### config.mk
export PLATFORM = sky130hd
export DESIGN_NAME = gpio_port
export DESIGN_NICKNAME = d
export VERILOG_FILES = /design/src/rtl/gpio_pkg.sv /design/src/rtl/gpio_in_sync.sv /design/src/rtl/gpio_regs.sv /design/src/rtl/gpio_pad_mux.sv /design/src/rtl/gpio_port.sv
export SDC_FILE = /design/constraint.sdc
export NUM_CORES = 1
export LEC_CHECK = 0
export CAP_MARGIN = 20
export CELL_PAD_IN_SITES_DETAIL_PLACEMENT = 1
export CELL_PAD_IN_SITES_GLOBAL_PLACEMENT = 1
export CORE_MARGIN = 2
export CORE_UTILIZATION = 42
export CTS_BUF_LIST = sky130_fd_sc_hd__clkbuf_4 sky130_fd_sc_hd__clkbuf_8
export CTS_CLUSTER_SIZE = 40
export DETAILED_ROUTE_END_ITERATION = 7
export DONT_BUFFER_PORTS = 1
export PLACE_DENSITY_LB_ADDON = 0.3
export SLEW_MARGIN = 30
export SYNTH_ARGS = -nofsm -noshare
export SYNTH_HDL_FRONTEND = slang
export SYNTH_SLANG_ARGS = --single-unit
### constraint.sdc
create_clock -name clk -period 1.03 [get_ports clk]
set_input_delay 0.103 -clock clk [delete_from_list [all_inputs] [get_ports clk]]
set_output_delay 0.103 -clock clk [all_outputs]
set_load 0.005 [all_outputs]
### src/rtl/gpio_pkg.sv
package gpio_pkg;
   typedef enum logic [1:0] {
      REG_PINS  = 2'd0,
      REG_LATCH = 2'd1,
      REG_DIR   = 2'd2,
      REG_NONE  = 2'd3
   } gpio_reg_e;
endpackage

### src/rtl/gpio_in_sync.sv
module gpio_in_sync #(
   parameter int WIDTH  = 8,
   parameter int STAGES = 2
) (
   input  logic             clk,
   input  logic             rst_n,
   input  logic [WIDTH-1:0] raw_in,
   output logic [WIDTH-1:0] sync_out
);
   if (STAGES < 2) begin : g_bad_stages
      $error("gpio_in_sync: STAGES must be at least 2");
   end

   logic [WIDTH-1:0] stage_q [STAGES];

   for (genvar s = 0; s < STAGES; s++) begin : g_stage
      always_ff @(posedge clk or negedge rst_n) begin
         if (!rst_n)      stage_q[s] <= '0;
         else if (s == 0) stage_q[s] <= raw_in;
         else             stage_q[s] <= stage_q[(s == 0) ? 0 : s-1];
      end
   end

   assign sync_out = stage_q[STAGES-1];
endmodule

### src/rtl/gpio_regs.sv
module gpio_regs
   import gpio_pkg::*;
#(
   parameter int               WIDTH     = 8,
   parameter logic [WIDTH-1:0] DIR_RESET = '1
) (
   input  logic             clk,
   input  logic             rst_n,
   input  logic [1:0]       bus_addr,
   input  logic [WIDTH-1:0] bus_wdata,
   input  logic             bus_wr,
   input  logic             bus_rd,
   input  logic [WIDTH-1:0] pins_sync,
   output logic [WIDTH-1:0] bus_rdata,
   output logic [WIDTH-1:0] latch_q,
   output logic [WIDTH-1:0] dir_q
);
   logic             hit_latch;
   logic             hit_dir;
   logic [WIDTH-1:0] rd_mux;

   assign hit_latch = bus_wr && (bus_addr == REG_PINS || bus_addr == REG_LATCH);
   assign hit_dir   = bus_wr && (bus_addr == REG_DIR);

   always_ff @(posedge clk or negedge rst_n) begin
      if (!rst_n)         latch_q <= '0;
      else if (hit_latch) latch_q <= bus_wdata;
   end

   always_ff @(posedge clk or negedge rst_n) begin
      if (!rst_n)       dir_q <= DIR_RESET;
      else if (hit_dir) dir_q <= bus_wdata;
   end

   always_comb begin
      unique case (bus_addr)
         REG_PINS:  rd_mux = pins_sync;
         REG_LATCH: rd_mux = latch_q;
         REG_DIR:   rd_mux = dir_q;
         default:   rd_mux = '0;
      endcase
   end

   always_ff @(posedge clk or negedge rst_n) begin
      if (!rst_n)      bus_rdata <= '0;
      else if (bus_rd) bus_rdata <= rd_mux;
   end

   p_latch_write_r2: assert property (@(posedge clk) disable iff (!rst_n)
      (bus_wr && (bus_addr == REG_PINS || bus_addr == REG_LATCH)) |=> latch_q == $past(bus_wdata));

   p_dir_write_r4: assert property (@(posedge clk) disable iff (!rst_n)
      (bus_wr && bus_addr == REG_DIR) |=> dir_q == $past(bus_wdata));

   p_unused_write_r7: assert property (@(posedge clk) disable iff (!rst_n)
      (bus_wr && bus_addr == REG_NONE) |=> ($stable(latch_q) && $stable(dir_q)));

   p_latch_read_r6: assert property (@(posedge clk) disable iff (!rst_n)
      (bus_rd && bus_addr == REG_LATCH && !bus_wr) |=> bus_rdata == $past(latch_q));

   p_rdata_hold_r10: assert property (@(posedge clk) disable iff (!rst_n)
      !bus_rd |=> $stable(bus_rdata));
endmodule

### src/rtl/gpio_pad_mux.sv
module gpio_pad_mux #(
   parameter int WIDTH = 8
) (
   input  logic             psp_mode,
   input  logic [WIDTH-1:0] latch_q,
   input  logic [WIDTH-1:0] dir_q,
   input  logic [WIDTH-1:0] psp_dout,
   input  logic [WIDTH-1:0] psp_oe,
   output logic [WIDTH-1:0] pin_out,
   output logic [WIDTH-1:0] pin_oe
);
   for (genvar b = 0; b < WIDTH; b++) begin : g_bit
      assign pin_out[b] = psp_mode ? psp_dout[b] : latch_q[b];
      assign pin_oe[b]  = psp_mode ? psp_oe[b]   : ~dir_q[b];
   end
endmodule

### src/rtl/gpio_port.sv
module gpio_port #(
   parameter int WIDTH       = 8,
   parameter int SYNC_STAGES = 2
) (
   input  logic             clk,
   input  logic             rst_n,
   input  logic [1:0]       bus_addr,
   input  logic [WIDTH-1:0] bus_wdata,
   input  logic             bus_wr,
   input  logic             bus_rd,
   output logic [WIDTH-1:0] bus_rdata,
   input  logic [WIDTH-1:0] pin_in,
   output logic [WIDTH-1:0] pin_out,
   output logic [WIDTH-1:0] pin_oe,
   input  logic             psp_mode,
   input  logic [WIDTH-1:0] psp_dout,
   input  logic [WIDTH-1:0] psp_oe
);
   if (WIDTH < 1) begin : g_bad_width
      $error("gpio_port: WIDTH must be at least 1");
   end

   logic [WIDTH-1:0] pins_sync;
   logic [WIDTH-1:0] latch_q;
   logic [WIDTH-1:0] dir_q;

   gpio_in_sync #(.WIDTH(WIDTH), .STAGES(SYNC_STAGES)) u_sync (
      .clk      (clk),
      .rst_n    (rst_n),
      .raw_in   (pin_in),
      .sync_out (pins_sync)
   );

   gpio_regs #(.WIDTH(WIDTH)) u_regs (
      .clk       (clk),
      .rst_n     (rst_n),
      .bus_addr  (bus_addr),
      .bus_wdata (bus_wdata),
      .bus_wr    (bus_wr),
      .bus_rd    (bus_rd),
      .pins_sync (pins_sync),
      .bus_rdata (bus_rdata),
      .latch_q   (latch_q),
      .dir_q     (dir_q)
   );

   gpio_pad_mux #(.WIDTH(WIDTH)) u_pads (
      .psp_mode (psp_mode),
      .latch_q  (latch_q),
      .dir_q    (dir_q),
      .psp_dout (psp_dout),
      .psp_oe   (psp_oe),
      .pin_out  (pin_out),
      .pin_oe   (pin_oe)
   );
endmodule

==> flow_metrics.env <==
export IMPL_status="finished, violations left"
export IMPL_violations="negative hold slack, negative setup slack"
export IMPL_reg2reg_to="u_regs.latch_q[4]"
export IMPL_dieArea_um2=4670
export IMPL_insertion_delay_ns=0.29
export IMPL_drive_gt1_share_pct=43.5
export IMPL_worst_hold_slack_ns=-0.501
export IMPL_final_hold_violation_count=40
export IMPL_ioPinCount=63
export IMPL_h_tree_depth=2
export IMPL_finalSetupTns_ns=-0.168
export IMPL_start_kind="flip-flop"
export IMPL_antenna_left=0
export IMPL_fin_crit_sh_pct=103
export IMPL_drc_errors=0
export IMPL_core_um2=4000
export IMPL_wl_per_cell_um=20.1
export IMPL_synth_seq_cells=40
export IMPL_place_congestion=0.706
export IMPL_start_util_pct=43.4
export IMPL_slowest_delay_ns=0.39
export IMPL_gr_total_overflow=0
export IMPL_crit_fanout=2
export IMPL_ir_worst_vdd_uv=1050
export IMPL_ff2ff_path_depth=3
export IMPL_syn_area_um2=1740
export IMPL_synthCells=125
export IMPL_layout_setup_ws_ns=-0.0318
export IMPL_p_per_area_nw_per_um2=1660
export IMPL_numCtsBuffers=5
export IMPL_fin_crit_ns=1.06
export IMPL_grt_pass1_wl_um=6610
export IMPL_rrSetupSlack_ns=0.02
export IMPL_synth_net_count=164
export IMPL_path_cells="mux2_2"
export IMPL_viasPerCell=5.51
export IMPL_port_buffers=0
export IMPL_syn_avg_cell_area_um2=13.9
export IMPL_antenna_found_initial=0
export IMPL_reg2reg_from="u_regs.latch_q[4]"
export IMPL_num_antenna_cells=0
export IMPL_leakage_nw=0.981
export IMPL_critPathTopFamily="flip-flops"
export IMPL_grt_max_degree=41
export IMPL_path_class="flip-flop to output pin"
export IMPL_grt_usage_pct=20.3
export IMPL_drt_iter0_drc=43
export IMPL_grt_pass1_vias=1277
export IMPL_tightestPinTransition_ns=0.442
export IMPL_clkTransAtPathRegs_ns=0.08
export IMPL_ys_seq_area_share_pct=58.2
export IMPL_wirelength_um=4240
export IMPL_crit_path_top_delay_cell="dfrtp_1"
export IMPL_hold_class="input pin to async pin"
export IMPL_fin_skew_ns=0.00534
export IMPL_cap_violations=0
export IMPL_drv_slew=0
export IMPL_hpwl_um=2510
export IMPL_cp_num_buf_inv=0
export IMPL_endpoint_kind="output pin"
export IMPL_yosys_warnings=0
export IMPL_rsz0062_at_grt="yes"
export IMPL_max_freq_ghz=0.942
export IMPL_die_h_um=68.3
export IMPL_clock_sinks=40
export IMPL_drtPass1Iterations=4
export IMPL_num_rows=23
export IMPL_root_buffer="clkbuf_8"
export IMPL_synth_distinct_cells=17
export IMPL_crit_required_ns=0.93
export IMPL_setup_violations_final=8
export IMPL_arrival_ns=0.96
export IMPL_cts_tree="yes"
export IMPL_preCtsSetupSlack_ns=0.163
export IMPL_via_count=1162
export IMPL_area_delta_synth_final_pct=26.2
export IMPL_cts_max_path_buffers=2
export IMPL_fp_dieW_um=68.3
export IMPL_holdBufCountCts=18
export IMPL_layout_nets=199
export IMPL_slew_headroom_pct=70.4
export IMPL_utilization_pct=54.8
-- metal layers --
layer	GRT usage, %	vias up	routed length [um]
li1	-	518	-
met2	35.2	42	2300
met4	9.25	0	61
met3	5.10	6	285
met5	0	-	0
met1	23.5	596	1580
-- metrics by stage --
stage / cells / total power [mW] / cell area [um2]
floorplan: 125 / 2.28 / 1740
global placement: 167 / 2.31 / 1740
detailed placement: 167 / 2.33 / 1740
CTS: 205 / 3.58 / 2110
global route: 211 / 3.81 / 2190
finish: 211 / 3.64 / 2190
-- report_power, final --
| group | switching [mW] | internal (mW) | total, mW | leakage, nW |
|---|---|---|---|---|
| clock | 0.529 | 0.529 | 1.06 | 0.0491 |
| sequential | 0.123 | 1.80 | 1.92 | 0.466 |
| combinational | 0.230 | 0.433 | 0.663 | 0.466 |
| total | 0.882 | 2.76 | 3.64 | 0.981 |
-- cells by family after synthesis --
| logic type | Yosys count | share of synthesized area [%] |
|---|---|---|
| compound gates | 16 | 6.34 |
| simple gates | 19 | 7.78 |
| mux | 32 | 21.9 |
| flops | 40 | 58.2 |
| buf+inv | 18 | 5.76 |
-- timing repair --
action | in CTS | in global routing
setup endpoints to repair | 16 | 16
hold endpoints to repair | 72 | 40
gates resized for setup | 10 | 9
buffers inserted | 12 | 6
pin swaps | 0 | 6
-- cells in the mapped netlist --
cell / number / area (um2)
buf_2: 5 / 25.0
buf_4: 1 / 7.51
buf_6: 3 / 33.8
clkbuf_1: 1 / 3.75
dfrtp_1: 32 / 801
dfstp_2: 8 / 210
inv_1: 8 / 30.0
mux2_2: 16 / 180
mux2_4: 8 / 120
mux2i_1: 8 / 80.1
nand2_1: 8 / 30.0
nand2b_1: 1 / 6.26
nand3b_4: 1 / 20.0
nand4b_1: 8 / 70.1
nor2b_2: 1 / 8.76
o21ai_0: 8 / 40.0
o221ai_1: 8 / 70.1
-- area by class of cell --
type	count	area [um2]
multi-input combinational	67	666
clock inverter	1	5.00
clock buffer	7	83.8
sequential	40	1010
inverter	8	30.0
tap	50	62.6
timing repair buffer	38	334
fill	400	1810
-- how the worst max path moves through the flow --
stage / startpoint / endpoint / slack, ns / cells past startpoint
finish: u_regs.latch_q[3] / pin_out[3] / -0.03 / 1
global route: u_regs.latch_q[3] / pin_out[3] / -0.07 / 1
CTS: u_regs.latch_q[3] / pin_out[3] / -0.04 / 1
detailed placement: u_regs.dir_q[2] / u_regs.bus_rdata[2] / 0.16 / 2
global placement: bus_wr / u_regs.latch_q[0] / 0.20 / 3
floorplan: bus_addr[1] / u_regs.latch_q[0] / 0.12 / 4
-- cells in the final DEF, fill, tap and decap left out, drive strengths merged --
cell,count
clkbuf,7
clkinv,1
mux2,24
nand2b,1
nand2,8
nand3b,1
dfrtp,32
dfstp,8
buf,20
o221ai,8
mux2i,8
nand4b,8
o21ai,8
dlygate4sd3,18
inv,8
nor2b,1
-- flip-flops by register name (all words and copies together), names as in the netlist --
name              cells
u_regs.bus_rdata      8
u_regs.dir_q          8
u_regs.latch_q        8
u_sync.stage_q        8
u_sync.sync_out       8
No activity file was read; power rests on OpenSTA's default activity.
